[config.mk]
export PLATFORM = sky130hd
export DESIGN_NAME = sdcmd_issue_seq
export DESIGN_NICKNAME = d
export VERILOG_FILES = /design/src/rtl/sdq_pkg.sv /design/src/rtl/sdq_gap_timer.sv /design/src/rtl/sdq_busy_timer.sv /design/src/rtl/sdq_line_reset.sv /design/src/rtl/sdq_status.sv /design/src/rtl/sdcmd_issue_seq.sv
export SDC_FILE = /design/constraint.sdc
export NUM_CORES = 1
export LEC_CHECK = 0
export BUFFER_PORTS_ARGS = -buffer_cell sky130_fd_sc_hd__buf_2
export CELL_PAD_IN_SITES_DETAIL_PLACEMENT = 1
export CELL_PAD_IN_SITES_GLOBAL_PLACEMENT = 2
export CORE_MARGIN = 10
export CORE_UTILIZATION = 34
export DETAILED_ROUTE_END_ITERATION = 10
export MAX_ROUTING_LAYER = met4
export PLACE_DENSITY = 0.85
export REMOVE_ABC_BUFFERS = 1
export SYNTH_ARGS = -nofsm -noshare
export SYNTH_HDL_FRONTEND = slang
export SYNTH_SLANG_ARGS = --single-unit
[constraint.sdc]
create_clock -name clk -period 2.6 [get_ports clk]
set_clock_uncertainty 0.1 [all_clocks]
set_input_delay 0.26 -clock clk [delete_from_list [all_inputs] [get_ports clk]]
set_output_delay 0.26 -clock clk [all_outputs]
set_load 0.01 [all_outputs]
[src/rtl/sdq_pkg.sv]
package sdq_pkg;

    typedef enum logic [1:0] {
        RSP_NONE  = 2'b00,
        RSP_LONG  = 2'b01,
        RSP_SHORT = 2'b10,
        RSP_BUSY  = 2'b11
    } rsp_kind_e;

    typedef enum logic [1:0] {
        CK_NORMAL  = 2'b00,
        CK_SUSPEND = 2'b01,
        CK_RESUME  = 2'b10,
        CK_ABORT   = 2'b11
    } cmd_kind_e;

    typedef struct packed {
        cmd_kind_e  kind;
        logic       has_data;
        rsp_kind_e  rsp;
        logic [5:0] index;
    } xfer_word_t;

    localparam int XFER_W = $bits(xfer_word_t);

    localparam int ST_DONE  = 0;
    localparam int ST_RTOUT = 1;
    localparam int ST_RERR  = 2;
    localparam int ST_BTOUT = 3;
    localparam int ST_DERR  = 4;
    localparam int ST_W     = 5;

    localparam int LN_CMD = 0;
    localparam int LN_DAT = 1;
    localparam int LN_N   = 2;

    typedef enum logic [1:0] {
        SQ_IDLE  = 2'b00,
        SQ_ARMED = 2'b01,
        SQ_RESP  = 2'b10,
        SQ_BUSY  = 2'b11
    } seq_state_e;

    function automatic logic needs_busy_wait(input xfer_word_t w);
        return (w.rsp == RSP_BUSY) && !w.has_data;
    endfunction

    function automatic logic is_abort(input xfer_word_t w);
        return w.kind == CK_ABORT;
    endfunction

endpackage

[src/rtl/sdq_gap_timer.sv]
module sdq_gap_timer #(
    parameter int GAP = 8
) (
    input  logic clk,
    input  logic rst,
    input  logic end_i,
    output logic ok_o
);
    localparam int CW = $clog2(GAP + 1);
    localparam logic [CW-1:0] GAP_C = CW'(GAP);

    logic [CW-1:0] cnt_q;

    always_ff @(posedge clk) begin
        if (rst) begin
            cnt_q <= GAP_C;
        end else if (end_i) begin
            cnt_q <= '0;
        end else if (cnt_q != GAP_C) begin
            cnt_q <= cnt_q + 1'b1;
        end
    end

    assign ok_o = (cnt_q == GAP_C);
endmodule

[src/rtl/sdq_busy_timer.sv]
module sdq_busy_timer #(
    parameter int LIMIT = 30_000_000
) (
    input  logic clk,
    input  logic rst,
    input  logic active_i,
    output logic expired_o
);
    localparam int CW = $clog2(LIMIT + 1);
    localparam logic [CW-1:0] LAST_C = CW'(LIMIT - 1);

    logic [CW-1:0] cnt_q;

    always_ff @(posedge clk) begin
        if (rst || !active_i) begin
            cnt_q <= '0;
        end else if (cnt_q != LAST_C) begin
            cnt_q <= cnt_q + 1'b1;
        end
    end

    assign expired_o = active_i && (cnt_q == LAST_C);
endmodule

[src/rtl/sdq_line_reset.sv]
module sdq_line_reset #(
    parameter int CYCLES = 8
) (
    input  logic clk,
    input  logic rst,
    input  logic start_i,
    output logic active_o
);
    localparam int CW = $clog2(CYCLES + 1);
    localparam logic [CW-1:0] CYC_C = CW'(CYCLES);

    logic [CW-1:0] left_q;

    always_ff @(posedge clk) begin
        if (rst) begin
            left_q <= '0;
        end else if (start_i) begin
            left_q <= CYC_C;
        end else if (left_q != '0) begin
            left_q <= left_q - 1'b1;
        end
    end

    assign active_o = (left_q != '0);
endmodule

[src/rtl/sdq_status.sv]
module sdq_status #(
    parameter int W = 5
) (
    input  logic         clk,
    input  logic         rst,
    input  logic [W-1:0] set_i,
    input  logic         clr_wr_i,
    input  logic [W-1:0] clr_mask_i,
    output logic [W-1:0] stat_o
);
    logic [W-1:0] stat_q;
    logic [W-1:0] keep;

    assign keep = clr_wr_i ? ~clr_mask_i : '1;

    always_ff @(posedge clk) begin
        if (rst) begin
            stat_q <= '0;
        end else begin
            stat_q <= (stat_q & keep) | set_i;
        end
    end

    assign stat_o = stat_q;
endmodule

[src/rtl/sdcmd_issue_seq.sv]
module sdcmd_issue_seq
    import sdq_pkg::*;
#(
    parameter int ARG_W      = 32,
    parameter int GAP_CYCLES = 8,
    parameter int BUSY_LIMIT = 30_000_000,
    parameter int RST_CYCLES = 8
) (
    input  logic              clk,
    input  logic              rst,
    input  logic              arg_wr_i,
    input  logic [ARG_W-1:0]  arg_data_i,
    input  logic              xfer_wr_i,
    input  logic [XFER_W-1:0] xfer_data_i,
    input  logic              cmd_inh_i,
    input  logic              dat_inh_i,
    input  logic              dla_i,
    input  logic              dat0_i,
    input  logic              rsp_ok_i,
    input  logic              rsp_tout_i,
    input  logic              rsp_err_i,
    input  logic              dat_err_i,
    input  logic              stat_clr_i,
    input  logic [ST_W-1:0]   stat_clr_mask_i,
    output logic              cmd_start_o,
    output logic              cmd_abort_o,
    output logic [ARG_W-1:0]  cmd_arg_o,
    output logic [XFER_W-1:0] cmd_word_o,
    output logic [ST_W-1:0]   stat_o,
    output logic              cmd_rst_o,
    output logic              dat_rst_o,
    output logic              inhibit_cmd_o
);
    seq_state_e  state_q, state_d;
    xfer_word_t  word_q;
    logic [ARG_W-1:0] arg_q, arg_snap_q;

    logic [ST_W-1:0] stat_set;
    logic [LN_N-1:0] line_req, line_act;
    logic cmd_end, gap_ok, busy_expired, launch_ok, start;

    // Spacing since the previous command's end
    sdq_gap_timer #(.GAP(GAP_CYCLES)) u_gap (
        .clk   (clk),
        .rst   (rst),
        .end_i (cmd_end),
        .ok_o  (gap_ok)
    );

    // Bounded wait for DAT0 release
    sdq_busy_timer #(.LIMIT(BUSY_LIMIT)) u_busy (
        .clk       (clk),
        .rst       (rst),
        .active_i  (state_q == SQ_BUSY),
        .expired_o (busy_expired)
    );

    // One self-clearing reset request per line
    for (genvar g = 0; g < LN_N; g++) begin : g_line
        sdq_line_reset #(.CYCLES(RST_CYCLES)) u_line (
            .clk      (clk),
            .rst      (rst),
            .start_i  (line_req[g]),
            .active_o (line_act[g])
        );
    end

    sdq_status #(.W(ST_W)) u_stat (
        .clk        (clk),
        .rst        (rst),
        .set_i      (stat_set),
        .clr_wr_i   (stat_clr_i),
        .clr_mask_i (stat_clr_mask_i),
        .stat_o     (stat_o)
    );

    assign launch_ok = !cmd_inh_i && !dat_inh_i && !dla_i &&
                       !line_act[LN_CMD] && !line_act[LN_DAT] && gap_ok;

    always_comb begin
        state_d  = state_q;
        stat_set = '0;
        line_req = '0;
        cmd_end  = 1'b0;
        start    = 1'b0;
        unique case (state_q)
            SQ_IDLE: begin
                if (xfer_wr_i) state_d = SQ_ARMED;
            end
            SQ_ARMED: begin
                if (launch_ok) begin
                    start   = 1'b1;
                    state_d = SQ_RESP;
                end
            end
            SQ_RESP: begin
                if (rsp_tout_i) begin
                    stat_set[ST_RTOUT] = 1'b1;
                    line_req[LN_CMD]   = 1'b1;
                    cmd_end            = 1'b1;
                    state_d            = SQ_IDLE;
                end else if (rsp_err_i) begin
                    stat_set[ST_RERR]  = 1'b1;
                    line_req[LN_CMD]   = 1'b1;
                    cmd_end            = 1'b1;
                    state_d            = SQ_IDLE;
                end else if (rsp_ok_i) begin
                    if (needs_busy_wait(word_q)) begin
                        state_d = SQ_BUSY;
                    end else begin
                        stat_set[ST_DONE] = 1'b1;
                        cmd_end           = 1'b1;
                        state_d           = SQ_IDLE;
                    end
                end
            end
            SQ_BUSY: begin
                if (dat0_i) begin
                    stat_set[ST_DONE] = 1'b1;
                    cmd_end           = 1'b1;
                    state_d           = SQ_IDLE;
                end else if (busy_expired) begin
                    stat_set[ST_BTOUT] = 1'b1;
                    line_req[LN_CMD]   = 1'b1;
                    cmd_end            = 1'b1;
                    state_d            = SQ_IDLE;
                end
            end
            default: state_d = SQ_IDLE;
        endcase
        if (dat_err_i) begin
            stat_set[ST_DERR] = 1'b1;
            line_req[LN_DAT]  = 1'b1;
        end
    end

    always_ff @(posedge clk) begin
        if (rst) begin
            state_q    <= SQ_IDLE;
            word_q     <= '0;
            arg_q      <= '0;
            arg_snap_q <= '0;
        end else begin
            state_q <= state_d;
            if (arg_wr_i) arg_q <= arg_data_i;
            if (state_q == SQ_IDLE && xfer_wr_i) begin
                word_q     <= xfer_word_t'(xfer_data_i);
                arg_snap_q <= arg_q;
            end
        end
    end

    assign cmd_start_o   = start;
    assign cmd_abort_o   = start && is_abort(word_q);
    assign cmd_arg_o     = arg_snap_q;
    assign cmd_word_o    = word_q;
    assign cmd_rst_o     = line_act[LN_CMD];
    assign dat_rst_o     = line_act[LN_DAT];
    assign inhibit_cmd_o = cmd_inh_i || line_act[LN_CMD] || (state_q != SQ_IDLE);

endmodule

Yosys cells after proc, flatten, opt, wreduce, memory -nomap -nowiden
Cells that the tools add are included.
{"block": "classes", "addsub": 4, "n_eq_ne": 13, "n_mux": 38, "n_bitwise": 3, "reduce_logical": 30}
{"op": "25-bit by 1-bit adder with 25-bit output, second input constant", "n": 1}
{"op": "25-bit equality test, second input constant", "n": 1}
{"op": "25-bit != test, second input constant", "n": 1}
{"op": "4-bit 2-to-1 mux", "n": 6}
{"op": "1-bit 2-to-1 mux", "n": 18}
{"op": "2-bit 2-to-1 mux", "n": 9}
{"op": "1-bit logical AND", "n": 9}
{"op": "2-bit equality test, second input constant", "n": 4}
{"op": "4-bit != test, second input constant", "n": 2}
{"op": "2-bit one-hot mux with 4 select lines", "n": 1}
{"op": "2-bit nonzero test", "n": 4}
{"op": "4-bit nonzero test", "n": 2}
{"op": "4-bit by 1-bit subtractor with 4-bit output, second input constant", "n": 2}
{"op": "1-bit zero test", "n": 7}
{"op": "1-bit one-hot mux with 2 select lines", "n": 3}
{"op": "2-bit OR reduction", "n": 3}
{"op": "5-bit AND", "n": 1}
{"op": "5-bit 2-to-1 mux", "n": 1}
{"op": "5-bit inverter", "n": 1}
{"op": "5-bit OR", "n": 1}
{"op": "4-bit by 1-bit adder with 4-bit output, second input constant", "n": 1}
{"op": "4-bit equality test, second input constant", "n": 1}
{"op": "2-bit != test, second input constant", "n": 2}
{"op": "4-bit AND reduction", "n": 1}
{"op": "other kinds (4)", "n": 6}
{"block": "totals", "register_bits": 119, "input_bits": 61, "output_inout_bits": 53, "elab_cells": 103}

Logic depth before layout (Yosys ltp)
Gate-level depths: netlist (run 1).
{"block": "logic_depth", "word_depth": 9, "ltp_mapped": 6, "ltp_nobuf": 6}

Cells and area by module
A second synthesis (run 1) with hierarchy kept.
{"block": "hier_totals", "cells_unflattened": 574, "area_unflattened_um2": 5017.3}
{"mod": "sdcmd_issue_seq", "n_inst": 1, "cells_per_inst": 331, "area_per_inst_um2": 2907.8, "seq_area_each_um2": 1541.5}
{"mod": "sdq_busy_timer", "n_inst": 1, "cells_per_inst": 160, "area_per_inst_um2": 1322.5, "seq_area_each_um2": 500.5}
{"mod": "sdq_line_reset", "n_inst": 2, "cells_per_inst": 22, "area_per_inst_um2": 203.9, "seq_area_each_um2": 80.1}
{"mod": "sdq_gap_timer", "n_inst": 1, "cells_per_inst": 19, "area_per_inst_um2": 197.7, "seq_area_each_um2": 80.1}
{"mod": "sdq_status", "n_inst": 1, "cells_per_inst": 20, "area_per_inst_um2": 181.4, "seq_area_each_um2": 100.1}

Worst setup path before layout (run 1)
No wires, ideal clock.
{"block": "synth_timing", "path_type": "register -> output", "from": "register g_line[1].u_line.left_q[0]", "to": "output cmd_abort_o", "t_arrival_ns": 1.619, "t_required_ns": 2.240, "setup_slack_ns": 0.621, "path_stages_with_launch": 7, "path_buffers": 0, "cell_sequence": "dfxtp_1 inv_1 ha_1 nor3b_1 nand4_1 nor2b_1 and3_1"}
{"block": "synth_via", "elab_chain_cells": 7}
{"item": "from (decl)", "line": "sdq_line_reset.sv:12", "source": "logic [CW-1:0] left_q;"}
{"item": "from (signal assigned)", "line": "sdq_line_reset.sv:20", "source": "left_q <= left_q - 1'b1;"}
{"item": "4-bit nonzero test", "line": "sdq_line_reset.sv:24", "source": "assign active_o = (left_q != '0);"}
{"item": "1-bit zero test", "line": "sdcmd_issue_seq.sv:78", "source": "!line_act[LN_CMD] && !line_act[LN_DAT] && gap_ok;"}
{"item": "1-bit logical AND (2 in a row)", "line": "sdcmd_issue_seq.sv:78"}
{"item": "1-bit 2-to-1 mux", "line": "sdcmd_issue_seq.sv:91", "source": "if (launch_ok) begin"}
{"item": "1-bit 2-to-1 mux", "line": "sdcmd_issue_seq.sv:86", "source": "unique case (state_q)"}
{"item": "net cmd_start_o", "line": "sdcmd_issue_seq.sv:25", "source": "output logic cmd_start_o,"}
{"item": "1-bit logical AND", "line": "sdcmd_issue_seq.sv:154", "source": "assign cmd_abort_o = start && is_abort(word_q);"}
{"item": "to (decl)", "line": "sdcmd_issue_seq.sv:26", "source": "output logic cmd_abort_o,"}
The timed path passes the listed nets, and every way through them passes these cells.

Worst setup path after layout (run 1)
{"block": "layout_timing", "from": "register g_line[0].u_line.left_q[0]", "to": "output cmd_abort_o"}
{"block": "layout_via", "elab_chain_cells": 8}
{"item": "from (decl)", "line": "sdq_line_reset.sv:12"}
{"item": "from (signal assigned)", "line": "sdq_line_reset.sv:20"}
{"item": "4-bit nonzero test", "line": "sdq_line_reset.sv:24"}
{"item": "1-bit zero test", "line": "sdcmd_issue_seq.sv:78"}
{"item": "1-bit logical AND", "line": "sdcmd_issue_seq.sv:77", "source": "assign launch_ok = !cmd_inh_i && !dat_inh_i && !dla_i &&"}
{"item": "1-bit logical AND (2 in a row)", "line": "sdcmd_issue_seq.sv:78"}
{"item": "1-bit 2-to-1 mux", "line": "sdcmd_issue_seq.sv:91"}
{"item": "1-bit 2-to-1 mux", "line": "sdcmd_issue_seq.sv:86"}
{"item": "1-bit logical AND", "line": "sdcmd_issue_seq.sv:154"}
Every way passes these cells.

==> results.json, run 1 <==
{
  "power_frac_clock_pct": 45.2,
  "hpwl_um": 11400,
  "vias_per_cell": 5.15,
  "async_reset_ff_share_pct": 0,
  "fmax_ghz": 0.410,
  "grt_usage_pct": 16.7,
  "fin_crit_sh_pct": 93.8,
  "drt-total-wl_um": 16200,
  "post-route-min-period_ps": 2440,
  "combPwrFrac_pct": 16.0,
  "cts_tree": "built",
  "hold_ws_ps": 10.3,
  "synth_cell_type_count": 48,
  "core-area_sq_um": 14500,
  "die_w_um": 141,
  "grt_start_max_net_pins": 77,
  "first_pass_iters": 4,
  "startpoint_type": "flip-flop",
  "slew_viol_final": 0,
  "synth_cells": 585,
  "first_iter_violations": 176,
  "clockRootBuffer": "clkbuf_16",
  "worst_pin_slew_ps": 774,
  "hold_viol_final": 0,
  "worstHoldPathType": "in2reg",
  "slew_headroom_pct": 48.4,
  "grt_pass1_wl_um": 26300,
  "rows": 44,
  "area_growth_pct": 33.4,
  "cts_buffer_depth": 2,
  "dieArea_sq_um": 20000,
  "fillers": 1718,
  "final_cell_mix": "119 x dfxtp_1, 117 x nand2_1, 113 x buf_2, 68 x a21oi_1, 52 x nor2_1",
  "ys.flop_type": "dfxtp_1",
  "cts_sinks": 119,
  "avgSynthCellArea_sq_um": 8.56,
  "p_int_mw": 3.83,
  "p_sw_mw": 1.47,
  "vias": 4759,
  "finalNetCount": 792,
  "seqPwrFrac_pct": 38.8,
  "antenna_found_initial": 3,
  "path_max_fanout": 3,
  "start_util_pct": 34.6,
  "p_total_mw": 5.31,
  "powerDensity_nw_per_um2": 794,
  "portBuffers": 113,
  "drive_gt1_share_pct": 21.7,
  "die_y_um": 141,
  "p_sw_share_pct": 27.8,
  "gr-total-overflow": 0,
  "cp-end-kind": "primary output",
  "final_common_cell": "dfxtp_1",
  "outcome": "completed",
  "synth_area_sq_um": 5010,
  "cts_buffers": 17,
  "leakage_nw": 2.75,
  "yosys_warnings": 0,
  "cts.reportedPaths.clkPinSlew_ps": 60,
  "synth_area_leaders": "dfxtp_1 48%, nand2_1 8.8%, mux2i_1 7.2%",
  "crit_type": "reg2out",
  "max_cap_viol_count": 0,
  "ys_seq_area_share_pct": 47.6,
  "grt_pass1_vias": 5181,
  "synth-edff-count": 0,
  "synth_top_area_cell": "dfxtp_1",
  "worst_ep_required_time_ps": 2240,
  "setup_viol": 0,
  "place_congestion": 0.815,
  "synth-seq-cells": 119,
  "drc": 0,
  "wl_per_cell_um": 17.5,
  "ir_drop_uv": 541,
  "io_pins": 114,
  "synth_top_area_share_pct": 47.6,
  "clkLatencyLatePin_ps": 410,
  "antenna_left": 0,
  "h-tree-depth": 4,
  "worstPathArrival_ps": 2080
}
[flip-flops by register name, summed over array words and instances, names as in the netlist]
signal                cells
g_line.u_line.left_q      8
arg_q                    32
cmd_word_o               11
u_busy.cnt_q             25
u_stat.stat_o             5
u_gap.cnt_q               4
state_q                   2
cmd_arg_o                32
[cells by family after synthesis]
family / count (synthesis) / share of synthesized area [%]
compound gates: 111 / 12.8
mux: 36 / 7.20
simple gates: 253 / 24.5
fa+ha+maj: 7 / 1.75
xor+xnor: 11 / 1.92
flops: 119 / 47.6
buf+inv: 48 / 4.22
[cell usage after synthesis (4+ instances only)]
cell      instances
and3_1            5
ha_1              7
xnor2_1          11
o21ai_0          13
inv_1            13
or3_1             6
o31ai_1           8
nor3b_1           6
a21oi_1          68
dfxtp_1         119
nor2_1           52
nor3_1           11
nand4_1           7
and4_1            4
nor4b_1           4
nor4_1            4
nand2_1         117
nand3_1          10
or4_1             8
clkbuf_1         22
buf_2             5
mux2i_1          36
[critical path, cell delays in order (launching register included)]
cell     delay, ps
dfxtp_1        310
inv_1          120
ha_1           210
nor4b_4        290
nand4_1        200
nor2b_2        220
and3_1         180
buf_2          130
[repair_timing]
| action | in CTS | in global routing |
|---|---|---|
| hold endpoints to repair | 37 | 0 |
| gates resized for setup | 1 | 3 |
| pin swaps | 0 | 0 |
| setup buffers | 0 | 0 |
| endpoints found under the setup margin | 2 | 2 |
| cloned | 0 | 0 |
| hold buffers | 36 | 0 |
[final timing paths]
path	from	to	slack, ps	cells after the start
worst max-delay path	g_line[0].u_line.left_q[0]	cmd_abort_o	160	7
worst min-delay path	arg_data_i[20]	arg_q[20]	10	3
worst max register to register	u_busy.cnt_q[0]	g_line[0].u_line.left_q[2]	540	5
worst min register to register	arg_q[2]	cmd_arg_o[2]	350	2
[layout make-up]
type | instances | area (sq um) | share of cell area, %
antenna | 3 | 7.51 | 0.112
clock inverter | 14 | 175 | 2.62
inverter | 13 | 48.8 | 0.731
multi-input combinational | 418 | 2430 | 36.5
sequential | 119 | 2380 | 35.7
tap | 184 | 230 | 3.45
timing repair buffer | 155 | 971 | 14.5
clock buffer | 18 | 429 | 6.43
[stage by stage]
| step | setup WS, ps | area (sq um) | setup TNS [ps] | instances | utilization, % |
|---|---|---|---|---|---|
| after floorplan | 621 | 4840 | 0 | 550 | - |
| after global placement | 446 | 5680 | 0 | 853 | 39.3 |
| after detailed placement | 341 | 5680 | 0 | 853 | 39.3 |
| after CTS | 10.9 | 6660 | 0 | 921 | 46.0 |
| after global routing | -1.64 | 6680 | -1.64 | 924 | 46.1 |
| final | 160 | 6680 | 0 | 924 | 46.1 |
[metal layers]
layer	up-vias	GRT usage [%]	share of wire, %
met5	-	-	0
met4	0	4.24	1.2
met3	19	6.68	6.1
met2	88	28.5	51
met1	2331	17.6	42
li1	2321	-	-
[power by group through the flow]
stage	combinational [mW]	clock, mW	sequential [mW]
finish	0.850	2.40	2.06
global route	0.948	2.56	2.08
CTS	0.854	2.46	2.05
detailed placement	0.798	0	2.09
global placement	0.755	0	2.07
floorplan	0.456	0	2.08
Note: power is estimated with default switching activity, not from simulation.
==> run 2: changes to the inputs <==
--- a/config.mk
+++ b/config.mk
@@ -5,11 +5,12 @@
 export SDC_FILE = /design/constraint.sdc
 export NUM_CORES = 1
 export LEC_CHECK = 0
+export ABC_AREA = 1
 export BUFFER_PORTS_ARGS = -buffer_cell sky130_fd_sc_hd__buf_2
 export CELL_PAD_IN_SITES_DETAIL_PLACEMENT = 1
 export CELL_PAD_IN_SITES_GLOBAL_PLACEMENT = 2
 export CORE_MARGIN = 10
-export CORE_UTILIZATION = 34
+export CORE_UTILIZATION = 32
 export DETAILED_ROUTE_END_ITERATION = 10
 export MAX_ROUTING_LAYER = met4
 export PLACE_DENSITY = 0.85
==> results.json, run 2 <==
{
  "ys_top_cells_by_count": "192 x nor2_1, 119 x dfxtp_1, 94 x nand2_1",
  "wl_per_cell_um": 15.7,
  "cts_buffer_depth": 2,
  "cts_buffers": 17,
  "cp_common_cell": "inv_1",
  "fillers": 1930,
  "ys_seq_area_share_pct": 47.5,
  "slew_headroom_pct": 48.3,
  "worst_ep_required_time_ps": 2240,
  "ys.flop_type": "dfxtp_1",
  "ir_drop_uv": 445,
  "powerDensity_nw_per_um2": 900,
  "multi_input_area_sq_um": 2330,
  "final_cell_mix": "192 x nor2_1, 119 x dfxtp_1, 113 x buf_2, 94 x nand2_1, 88 x o21ai_0",
  "synth_area_sq_um": 5020,
  "first_pass_iters": 4,
  "cts_tree": "built",
  "area_growth_pct": 36.5,
  "synth_area_leaders": "dfxtp_1 47%, nor2_1 14%, o21ai_0 8.8%",
  "slew_viol_final": 0,
  "clkLatencyLatePin_ps": 420,
  "fmax_ghz": 0.413,
  "rows": 45,
  "synth-seq-cells": 119,
  "worstHoldPathType": "in2reg",
  "vias": 5154,
  "regArea_sq_um": 2380,
  "antenna_found_initial": 1,
  "synth_cells": 697,
  "fin_crit_sh_pct": 93.2,
  "max_cap_viol_count": 0,
  "cts.reportedPaths.clkPinSlew_ps": 60,
  "die_w_um": 145,
  "grt_pass1_vias": 5653,
  "h-tree-depth": 4,
  "path_max_fanout": 5,
  "dieArea_sq_um": 21100,
  "io_pins": 114,
  "finalNetCount": 921,
  "core-area_sq_um": 15300,
  "worst_pin_slew_ps": 775,
  "outcome": "completed",
  "avgSynthCellArea_sq_um": 7.20,
  "drc": 0,
  "post_cts_resized": 0,
  "cp-end-kind": "primary output",
  "worstPathArrival_ps": 2060,
  "synth-edff-count": 0,
  "tns_ps": 0,
  "cts_setup_buffers": 0,
  "grt_usage_pct": 16.5,
  "synth_cell_type_count": 36,
  "synth_top_area_share_pct": 47.5,
  "grt_start_max_net_pins": 76,
  "cts_sinks": 119,
  "cts_hold_buf": 46,
  "post-route-min-period_ps": 2420,
  "hold_ws_ps": 22.4,
  "start_util_pct": 32.8,
  "antenna_left": 0,
  "setup_viol": 0,
  "first_iter_violations": 333,
  "yosysMostFrequentCell": "nor2_1",
  "gr-total-overflow": 0,
  "hpwl_um": 11700,
  "dp.cells": 999,
  "vias_per_cell": 4.78,
  "grt_pass1_wl_um": 27900,
  "crit_type": "reg2out",
  "drt-total-wl_um": 17000,
  "layout.cells.non_filler": 1078,
  "portBuffers": 113,
  "startpoint_type": "flip-flop",
  "yosys_warnings": 0,
  "clockRootBuffer": "clkbuf_16",
  "place_congestion": 0.869,
  "leakage_nw": 2.98,
  "async_reset_ff_share_pct": 0,
  "final_common_cell": "nor2_1",
  "hold_viol_final": 0,
  "rsz0062_at_grt": "false",
  "drive_gt1_share_pct": 19.4,
  "synth_top_area_cell": "dfxtp_1",
  "cp_slowest_stage_delay_ps": 320,
  "die_y_um": 145,
  "crit_chain": "inv_1, ha_1, nand2_1, nor2_2, inv_1, nor3_1, nand3_1, nor2_1, and3_1, buf_2",
  "cpMaxStageDelayCell": "dfxtp_1"
}
[run 2: cell count changes in the layout (fill, tap and decap cells not counted), sizes merged, moves of 16 or more]
cell,previous run,this run
a21oi,68,32
inv,16,54
mux2i,36,0
nand2,117,95
nand3,10,26
nor2,52,196
o21ai,13,89
[run 2: kinds of logic after synthesis]
| group | Yosys count | synth area share [%] |
|---|---|---|
| simple gates | 356 | 30.4 |
| compound gates | 128 | 13.0 |
| flops | 119 | 47.5 |
| buf+inv | 79 | 6.03 |
| xor+xnor | 8 | 1.40 |
| fa+ha+maj | 7 | 1.74 |
[run 2: per-layer routing]
metal  routed length, um  up-vias  GRT usage (%)
met5                   0        -              -
met4                 354        0           6.42
met3                 715       31           4.28
met2                8160      120           27.3
met1                7720     2439           18.7
li1                    -     2564              -
[run 2: worst paths after layout]
check | endpoint | slack (ps) | cells past startpoint | from
setup reg to reg | u_gap.cnt_q[3] | 570 | 6 | u_busy.cnt_q[0]
hold / removal | u_stat.stat_o[3] | 20 | 4 | stat_clr_mask_i[3]
hold reg to reg | u_stat.stat_o[4] | 360 | 2 | u_stat.stat_o[4]
setup / recovery | cmd_abort_o | 180 | 10 | g_line[1].u_line.left_q[0]
[run 2: critical path: cells and delay by family (launching register included)]
family / cells / cell delay [ps]
buf+inv: 3 / 370
simple gates: 6 / 770
fa+ha+maj: 1 / 170
flops: 1 / 320
[run 2: through the flow]
stage | util [%] | setup slack (ps) | total power [mW] | cell area (sq um)
finish | 44.7 | 176 | 6.16 | 6850
global placement | 37.7 | 746 | 3.61 | 5780
CTS | 44.7 | 133 | 6.23 | 6850
floorplan | - | 269 | 3.09 | 4920
detailed placement | 37.7 | 597 | 3.70 | 5780
global route | 44.7 | 14.2 | 6.55 | 6850
[run 2: final cells by class]
type | instances | share of cell area [%]
flip-flops and latches | 119 | 34.8
multi-input cells | 499 | 34.1
repair buffers | 163 | 15.4
clock buffers | 20 | 6.81
well taps | 211 | 3.85
inverters | 53 | 2.90
clock inverters | 12 | 2.15
diodes | 1 | 0.0365
[run 2: power breakdown]
part | switching [mW] | total, mW | internal, mW
Clock | 0.877 | 2.46 | 1.58
Combinational | 0.901 | 1.42 | 0.519
Sequential | 0.180 | 2.29 | 2.11
Total | 1.96 | 6.16 | 4.21
